`src/rtl/insn_cls_pkg.sv`:
```
`timescale 1ns/1ps
package insn_cls_pkg;
  localparam int INSN_W    = 32;
  localparam int REG_W     = 4;
  localparam int NUM_CLS   = 15;

  localparam int CLS_DP     = 0;
  localparam int CLS_SDT    = 1;
  localparam int CLS_BLOCK  = 2;
  localparam int CLS_BRANCH = 3;
  localparam int CLS_BX     = 4;
  localparam int CLS_MUL    = 5;
  localparam int CLS_MULL   = 6;
  localparam int CLS_SWAP   = 7;
  localparam int CLS_HW_REG = 8;
  localparam int CLS_HW_IMM = 9;
  localparam int CLS_UNDEF  = 10;
  localparam int CLS_SWI    = 11;
  localparam int CLS_CP_OP  = 12;
  localparam int CLS_CP_MEM = 13;
  localparam int CLS_CP_REG = 14;

  typedef logic [NUM_CLS-1:0] cls_vec_t;
  typedef logic [REG_W-1:0]   reg_idx_t;

  typedef struct packed {
    cls_vec_t cls;
    reg_idx_t cond;
    reg_idx_t rn;
    reg_idx_t rd;
    reg_idx_t rs;
    reg_idx_t rm;
    logic     illegal;
  } dec_res_t;

  localparam cls_vec_t CLS_RST = cls_vec_t'(1) << CLS_DP;
endpackage

```
`src/rtl/insn_class_decode.sv`:
```
`timescale 1ns/1ps
module insn_class_decode
  import insn_cls_pkg::*;
(
  input  logic [27:4] w_i,
  output cls_vec_t    cls_o,
  output logic        illegal_o
);
  logic [3:0] grp;
  logic [3:0] nib;
  logic is_bx, is_mul, is_swap, is_hw;

  assign grp = w_i[27:24];
  assign nib = w_i[7:4];

  assign is_bx   = (w_i[27:4] == 24'h12FFF1);
  assign is_mul  = (grp == 4'd0) && (nib == 4'b1001);
  assign is_swap = (w_i[27:23] == 5'b00010) && (w_i[21:20] == 2'b00) && (w_i[11:4] == 8'h09);
  // post-indexed writeback pattern is excluded from the halfword class
  assign is_hw   = (grp <= 4'd1) && w_i[7] && w_i[4] && (nib > 4'b1001) && !(!w_i[24] && w_i[21]);

  always_comb begin
    cls_o = '0;
    if (is_bx)                  cls_o[CLS_BX] = 1'b1;
    else if (grp < 4'd4) begin
      if (is_mul) begin
        if (w_i[23:22] == 2'b00) cls_o[CLS_MUL]  = 1'b1;
        else                     cls_o[CLS_MULL] = 1'b1;
      end
      else if (is_swap)         cls_o[CLS_SWAP] = 1'b1;
      else if (is_hw) begin
        if (w_i[22])            cls_o[CLS_HW_IMM] = 1'b1;
        else                    cls_o[CLS_HW_REG] = 1'b1;
      end
      else                      cls_o[CLS_DP] = 1'b1;
    end
    else if (grp < 4'd8) begin
      if (w_i[25] && w_i[4])    cls_o[CLS_UNDEF] = 1'b1;
      else                      cls_o[CLS_SDT]   = 1'b1;
    end
    else if (grp < 4'd10)       cls_o[CLS_BLOCK]  = 1'b1;
    else if (grp < 4'd12)       cls_o[CLS_BRANCH] = 1'b1;
    else if (grp < 4'd14)       cls_o[CLS_CP_MEM] = 1'b1;
    else if (grp == 4'd14) begin
      if (w_i[4])               cls_o[CLS_CP_REG] = 1'b1;
      else                      cls_o[CLS_CP_OP]  = 1'b1;
    end
    else                        cls_o[CLS_SWI] = 1'b1;
  end

  assign illegal_o = cls_o[CLS_SDT] && !w_i[24] && w_i[21];
endmodule

```
`src/rtl/insn_field_steer.sv`:
```
`timescale 1ns/1ps
module insn_field_steer
  import insn_cls_pkg::*;
(
  input  cls_vec_t cls_i,
  input  reg_idx_t f19_i,
  input  reg_idx_t f15_i,
  input  reg_idx_t f11_i,
  input  reg_idx_t f3_i,
  input  logic     reg_off_i,
  output reg_idx_t rn_o,
  output reg_idx_t rd_o,
  output reg_idx_t rs_o,
  output reg_idx_t rm_o
);
  always_comb begin
    rn_o = '0;
    rd_o = '0;
    rs_o = '0;
    rm_o = '0;
    unique case (1'b1)
      cls_i[CLS_DP]: begin
        rn_o = f19_i; rd_o = f15_i; rs_o = f11_i; rm_o = f3_i;
      end
      cls_i[CLS_MUL], cls_i[CLS_MULL]: begin
        rd_o = f19_i; rn_o = f15_i; rs_o = f11_i; rm_o = f3_i;
      end
      cls_i[CLS_SWAP], cls_i[CLS_HW_REG]: begin
        rn_o = f19_i; rd_o = f15_i; rm_o = f3_i;
      end
      cls_i[CLS_HW_IMM]: begin
        rn_o = f19_i; rd_o = f15_i;
      end
      cls_i[CLS_SDT]: begin
        rn_o = f19_i; rd_o = f15_i;
        if (reg_off_i) rm_o = f3_i;
      end
      cls_i[CLS_BX]:                        rm_o = f3_i;
      cls_i[CLS_BLOCK], cls_i[CLS_CP_MEM]:  rn_o = f19_i;
      cls_i[CLS_CP_REG]:                    rd_o = f15_i;
      cls_i[CLS_BRANCH], cls_i[CLS_UNDEF],
      cls_i[CLS_SWI], cls_i[CLS_CP_OP]: ;
      default: ;
    endcase
  end
endmodule

```
`src/rtl/insn_out_stage.sv`:
```
`timescale 1ns/1ps
module insn_out_stage
  import insn_cls_pkg::*;
#(
  parameter bit REG_OUT = 1'b1
) (
  input  logic     clk_i,
  input  logic     rst_ni,
  input  logic     valid_i,
  input  dec_res_t res_i,
  output logic     valid_o,
  output dec_res_t res_o
);
  localparam dec_res_t RES_RST = '{cls: CLS_RST, default: '0};

  if (REG_OUT) begin : g_reg
    dec_res_t res_q;
    logic     valid_q;
    always_ff @(posedge clk_i or negedge rst_ni) begin
      if (!rst_ni) begin
        valid_q <= 1'b0;
        res_q   <= RES_RST;
      end else begin
        valid_q <= valid_i;
        if (valid_i) res_q <= res_i;
      end
    end
    assign valid_o = valid_q;
    assign res_o   = res_q;
  end else begin : g_wire
    assign valid_o = valid_i;
    assign res_o   = res_i;
  end
endmodule

```
`src/rtl/insn_class_decoder.sv`:
```
`timescale 1ns/1ps
module insn_class_decoder
  import insn_cls_pkg::*;
#(
  parameter bit REG_OUT = 1'b1
) (
  input  logic                clk_i,
  input  logic                rst_ni,
  input  logic                valid_i,
  input  logic [INSN_W-1:0]   insn_i,
  output logic                valid_o,
  output logic [NUM_CLS-1:0]  class_o,
  output logic [REG_W-1:0]    cond_o,
  output logic [REG_W-1:0]    rn_o,
  output logic [REG_W-1:0]    rd_o,
  output logic [REG_W-1:0]    rs_o,
  output logic [REG_W-1:0]    rm_o,
  output logic                illegal_o
);
  dec_res_t res_d, res_q;

  insn_class_decode u_decode (
    .w_i       (insn_i[27:4]),
    .cls_o     (res_d.cls),
    .illegal_o (res_d.illegal)
  );

  insn_field_steer u_steer (
    .cls_i     (res_d.cls),
    .f19_i     (insn_i[19:16]),
    .f15_i     (insn_i[15:12]),
    .f11_i     (insn_i[11:8]),
    .f3_i      (insn_i[3:0]),
    .reg_off_i (insn_i[25]),
    .rn_o      (res_d.rn),
    .rd_o      (res_d.rd),
    .rs_o      (res_d.rs),
    .rm_o      (res_d.rm)
  );

  assign res_d.cond = insn_i[31:28];

  insn_out_stage #(.REG_OUT(REG_OUT)) u_stage (
    .clk_i   (clk_i),
    .rst_ni  (rst_ni),
    .valid_i (valid_i),
    .res_i   (res_d),
    .valid_o (valid_o),
    .res_o   (res_q)
  );

  assign class_o   = res_q.cls;
  assign cond_o    = res_q.cond;
  assign rn_o      = res_q.rn;
  assign rd_o      = res_q.rd;
  assign rs_o      = res_q.rs;
  assign rm_o      = res_q.rm;
  assign illegal_o = res_q.illegal;
endmodule

```
`config.mk`:
```
export PLATFORM = sky130hd
export DESIGN_NAME = insn_class_decoder
export DESIGN_NICKNAME = d
export VERILOG_FILES = /design/src/rtl/insn_cls_pkg.sv /design/src/rtl/insn_class_decode.sv /design/src/rtl/insn_field_steer.sv /design/src/rtl/insn_out_stage.sv /design/src/rtl/insn_class_decoder.sv
export SDC_FILE = /design/constraint.sdc
export NUM_CORES = 1
export LEC_CHECK = 0
export ABC_AREA = 1
export BUFFER_PORTS_ARGS = -buffer_cell sky130_fd_sc_hd__buf_2
export CAP_MARGIN = 20
export CORE_UTILIZATION = 54
export CTS_BUF_LIST = sky130_fd_sc_hd__clkbuf_4 sky130_fd_sc_hd__clkbuf_8
export CTS_CLUSTER_DIAMETER = 30
export DETAILED_ROUTE_END_ITERATION = 7
export HOLD_SLACK_MARGIN = 0.12
export PLACE_DENSITY = 0.86
export SYNTH_ARGS = -nofsm -noshare
export SYNTH_HDL_FRONTEND = slang
export SYNTH_SLANG_ARGS = --single-unit
```
`constraint.sdc`:
```
create_clock -name clk_i -period 1.7 [get_ports clk_i]
set_input_delay 0.255 -clock clk_i [delete_from_list [all_inputs] [get_ports clk_i]]
set_output_delay 0.255 -clock clk_i [all_outputs]
set_load 0.005 [all_outputs]
```
# After elaboration in Yosys (flattened, before gate mapping)
# Index checks and enable logic that the tools add are counted.
[totals] register_bits=37 in_bits=35 out_inout_bits=37 word_cells=84
[op_classes] order_cmp=7 eq_ne=5 mux=43 n_reduce_logical=21
[ops] op="$eq A24 B21 Y1 const B" n=1
[ops] op="$mux W1" n=24
[ops] op="$mux W4" n=6
[ops] op="$pmux W4 S2" n=3
[ops] op="$lt A4 B4 Y1 const B" n=4
[ops] op="$reduce_or A6 Y1" n=2
[ops] op="$logic_and A1 B1 Y1" n=11
[ops] op="$mux W10" n=1
[ops] op="$mux W2" n=5
[ops] op="$mux W5" n=2
[ops] op="$eq A4 B4 Y1 const B" n=2
[ops] op="$eq A8 B4 Y1 const B" n=1
[ops] op="$reduce_or A7 Y1" n=1
[ops] op="$mux W3" n=2
[ops] op="$eq A5 B2 Y1 const B" n=1
[ops] op="$gt A4 B4 Y1 const B" n=1
[ops] op="$le A4 B1 Y1 const B" n=1
[ops] op="$logic_not A2 Y1" n=2
[ops] op="$logic_not A4 Y1" n=1
[ops] op="$lt A4 B3 Y1 const B" n=1
[ops] op="$reduce_or A3 Y1" n=1
[ops] op="$logic_not A1 Y1" n=2
[ops] op="$reduce_or A2 Y1" n=1

# Depth between registers and ports, before layout
[logic_depth] word_depth=12 ltp_mapped=10 ltp_nobuf=10

# By module
# From an unflattened synthesis, not the netlist that was laid out.
[hier_totals] cells_unflattened=282 hier_area_um2=1993.2
[modules_own_cells] module="insn_out_stage" instances=1 cells_per_inst=153 area_per_inst_um2=1445.1 seq_area_each_um2=927.1
[modules_own_cells] module="insn_class_decode" instances=1 cells_per_inst=73 area_per_inst_um2=316.6 seq_area_each_um2=0.0
[modules_own_cells] module="insn_field_steer" instances=1 cells_per_inst=56 area_per_inst_um2=231.5 seq_area_each_um2=0.0

# Worst setup path before layout
# OpenSTA, ideal clock, no wires.
[synth_path] path_kind="input port to flip-flop" start="in insn_i[5]" end="reg, netlist name u_stage.res_o[10]" setup_ns=0.125 arrival_time_ns=1.066 required_time_ns=1.575 path_slack_ns=0.509 stages=8 n_path_buf=0 cell_sequence="nor2_2 -> nand2_1 -> nor2_1 -> nand2_2 -> nand3_2 -> nand4_2 -> nand3_1 -> nand3_1"
[synth_between] elab_chain_len=10 elab_cells_between_ends=23 classes_between="1 x order compare; 3 x eq/ne; 13 x mux; 6 x reduce/logical"
[synth_lines] element="start, declared" line="insn_class_decoder.sv:10" rtl="input logic [INSN_W-1:0] insn_i,"
[synth_lines] element="$gt A4 B4 Y1" line="insn_class_decode.sv:20" rtl="assign is_hw = (grp <= 4'd1) && w_i[7] && w_i[4] && (nib > 4'b1001) && !(!w_i[24] && w_i[21]);"
[synth_lines] element="$logic_and A1 B1 Y1 (2 in series)" line="insn_class_decode.sv:20"
[synth_lines] element="$mux W1 / $mux W2 (equally long branches)" line="insn_class_decode.sv:31" rtl="else if (is_hw) begin"
[synth_lines] element="$mux W1 / $mux W2 (equally long branches)" line="insn_class_decode.sv:30" rtl="else if (is_swap) cls_o[CLS_SWAP] = 1'b1;"
[synth_lines] element="$mux W1 / $mux W3 (equally long branches)" line="insn_class_decode.sv:26" rtl="if (is_mul) begin"
[synth_lines] element="$mux W1 / $mux W5 (equally long branches)" line="insn_class_decode.sv:25" rtl="else if (grp < 4'd4) begin"
[synth_lines] element="$mux W4 / $mux W10 (equally long branches)" line="insn_class_decode.sv:24" rtl="if (is_bx) cls_o[CLS_BX] = 1'b1;"
[synth_lines] element="$reduce_or A6 Y1 (no source line)"
[synth_lines] element="$pmux W4 S2 (*)" line="insn_field_steer.sv:21" rtl="unique case (1'b1)"
# Mark *: on every way between the ends. The rest lies on a longest branch, timed or not.
# A chain may end at the register's enable or synchronous reset.

# Final worst setup path
[layout_path] start="reg, netlist name u_stage.res_o[21]" end="out class_o[0]"
[layout_rtl] element="end, declared" line="insn_class_decoder.sv:12" rtl="output logic [NUM_CLS-1:0] class_o,"
# No word-level cell between the ends.

==> results.json <==
{
  "status": "finished, final reports clean",
  "crit_path_max_incr_delay_ns": 0.55,
  "start_util_pct": 57.66,
  "synth-seq-area-share_pct": 51.82,
  "gp_congestion": 0.8420,
  "power_density_nw_per_um2": 770.9,
  "postSynth.asyncResetShare_pct": 100.0,
  "synth_nets": 257,
  "max_freq_mhz": 807.2,
  "fin_util_pct": 74.68,
  "hold_violations": 0,
  "ys_types": 25,
  "io_pins": 72,
  "synth_top_area_share_pct": 50.35,
  "synthFlopType": "dfrtp_1",
  "p_leak_nw": 1.277,
  "cts_tree": "built",
  "yosys.area.top_type": "dfrtp_1",
  "maxSlewHeadroom_pct": 59.92,
  "final_cell_area_um2": 2317,
  "clock_latency_ns": 0.33,
  "yosys_warnings": 0,
  "htreeDepth": 2,
  "clockBufferDepth": 2,
  "path_buf_inv": 1,
  "fin_skew_ns": 0,
  "dpl_cell_area_um2": 2211,
  "synth_edf_count": 0,
  "grt_pass1_wl_mm": 7.286,
  "antenna_left": 0,
  "tns_ns": 0,
  "setup_viol_count_final": 0,
  "synth.avg_cell_area_um2": 8.060,
  "fp-row-count": 20,
  "vias": 1789,
  "irDropWorstVdd_v": 0.0004613,
  "tightestPinTransition_ns": 0.6011,
  "die_width_um": 59.56,
  "critPathMaxFanout": 2,
  "period_needed_ns": 1.239,
  "drt-initial-drc-count": 116,
  "worst_ep_required_time_ns": 1.44,
  "crit_path_start_kind": "flip-flop",
  "syn-cell-area_um2": 1789,
  "cts_sinks": 37,
  "post_drt_wl_per_cell_um": 12.77,
  "routed_wl_mm": 4.432,
  "viasPerCell": 5.156,
  "area_growth_pct": 29.51,
  "cap_violations": 0,
  "grtUsageTotal_pct": 28.29,
  "slowest_stage": "dfstp_2",
  "min_period_over_period_pct": 72.87,
  "port_buffers": 71,
  "fp.dieH_um": 59.56,
  "grt-ovfl-total": 0,
  "cp_top_family": "flip-flops",
  "drv_slew": 0,
  "dpl.hpwl_mm": 3.289,
  "coreArea_um2": 3103,
  "cts_buffers": 5,
  "yosys-top-cells-area": "dfrtp_1, nand2_1, nand3_1",
  "first_pass_iters": 4,
  "grt_max_degree": 33,
  "synth-seq-cells": 37,
  "arrival_ns": 0.98,
  "diodes": 0,
  "drive_above_1_share_pct": 34.98,
  "cp_cell_sequence": "buf_2",
  "dieArea_um2": 3547,
  "finalNetCount": 337,
  "antenna_found_initial": 0,
  "clkTransAtPathRegs_ns": 0.10,
  "drc_errors": 0,
  "rsz0062_at_grt": "false",
  "hp-class": "in -> reg",
  "crit_type": "reg -> out",
  "grt_pass1_vias": 1709,
  "syn_inst": 222,
  "cts-root-buf": "clkbuf_4",
  "critPathCaptureType": "output pin"
}
-- what timing repair did --
action,in CTS,in global routing
setup buffers,0,0
endpoints found under the hold margin,27,0
hold buffers,4,0
resized for setup,0,0
-- worst reg2reg max path: stages (launching register included) --
cell	delay, ns
dfstp_2	0.55
nand2_1	0.05
o21ai_0	0.08
-- metrics by stage --
stage / setup WS [ns] / power (mW) / instances / hold slack (ns)
2_1_floorplan: 0.5088 / 1.115 / 222 / -0.04059
3_3_place_gp: 0.2688 / 1.273 / 335 / 0.2858
3_5_place_dp: 0.2305 / 1.282 / 335 / 0.2921
4_1_cts: 0.4520 / 1.794 / 347 / 0.1228
5_1_grt: 0.4257 / 1.879 / 347 / 0.1253
6_report: 0.4612 / 1.786 / 347 / 0.1265
-- final timing paths --
path / from / end / slack (ns) / depth (start not counted)
worst max register to register: u_stage.res_o[21] / u_stage.res_o[21] / 0.95 / 2
max in group asynchronous: rst_ni / u_stage.valid_o / 0.71 / 3
worst min-delay path: insn_i[28] / u_stage.res_o[17] / 0.13 / 3
worst min register to register: u_stage.res_o[24] / u_stage.res_o[24] / 0.48 / 2
worst max-delay path: u_stage.res_o[21] / class_o[0] / 0.46 / 1
min in group asynchronous: rst_ni / u_stage.res_o[27] / 0.46 / 2
-- cell families after synthesis --
kind of cell / Yosys count / share of synthesized area (%)
and+or+nand+nor: 134 / 33.08
buffers and inverters: 25 / 5.244
AOI/OAI and AO/OA: 26 / 9.860
DFF: 37 / 51.82
-- cells in the mapped netlist (2+ instances only) --
| library cell | n |
|---|---|
| clkbuf_1 | 6 |
| nand3_1 | 25 |
| inv_1 | 12 |
| o31ai_1 | 3 |
| clkinv_1 | 2 |
| a21oi_1 | 6 |
| nand2_2 | 3 |
| dfrtp_1 | 36 |
| a21oi_2 | 5 |
| inv_2 | 4 |
| nand4_2 | 2 |
| nor2_2 | 4 |
| o21ai_0 | 7 |
| nand2_1 | 74 |
| o41ai_1 | 2 |
| nor2_1 | 20 |
| nand4_1 | 3 |
-- where the power goes --
group	total, mW	internal (mW)	switching [mW]	leakage, nW
Sequential	0.965	0.936	0.0287	0.482
Combinational	0.308	0.129	0.179	0.756
Clock	0.514	0.236	0.278	0.0394
-- per-layer routing --
metal	global-route usage (%)	routed length (um)
met1	36.80	2017
met3	8.297	270
met2	43.98	2086
met5	0	0
met4	12.29	57
-- layout by cell type, fill, tap and decap left out --
cell type,count
nor2_4,1
dfrtp_1,36
nor2_2,4
nand4_1,3
o31ai_1,3
clkbuf_8,1
inv_2,4
dfstp_2,1
nand2_1,74
buf_2,71
inv_1,12
nand3_1,25
a21boi_0,1
o21ai_0,7
o21bai_1,1
clkbuf_4,7
a21oi_2,5
nand2_2,3
nand3_2,1
o211ai_2,1
dlygate4sd3_1,4
o41ai_1,2
nand4_2,2
buf_4,5
nor3_1,1
nor2_1,20
a21oi_1,6
clkinv_1,2
-- layout make-up --
| cell class | instances | area (um^2) |
|---|---|---|
| multi-input combinational | 160 | 768.2 |
| tap | 44 | 55.05 |
| fill | 267 | 785.8 |
| clock buffer | 8 | 66.31 |
| inverter | 18 | 67.56 |
| sequential | 37 | 927.1 |
| timing repair buffer | 80 | 432.9 |
-- sequential cells by signal, indices dropped and copies added, names as in the netlist --
signal,flops
u_stage.res_o,36
u_stage.valid_o,1
Power figures use the tool's default switching activity.
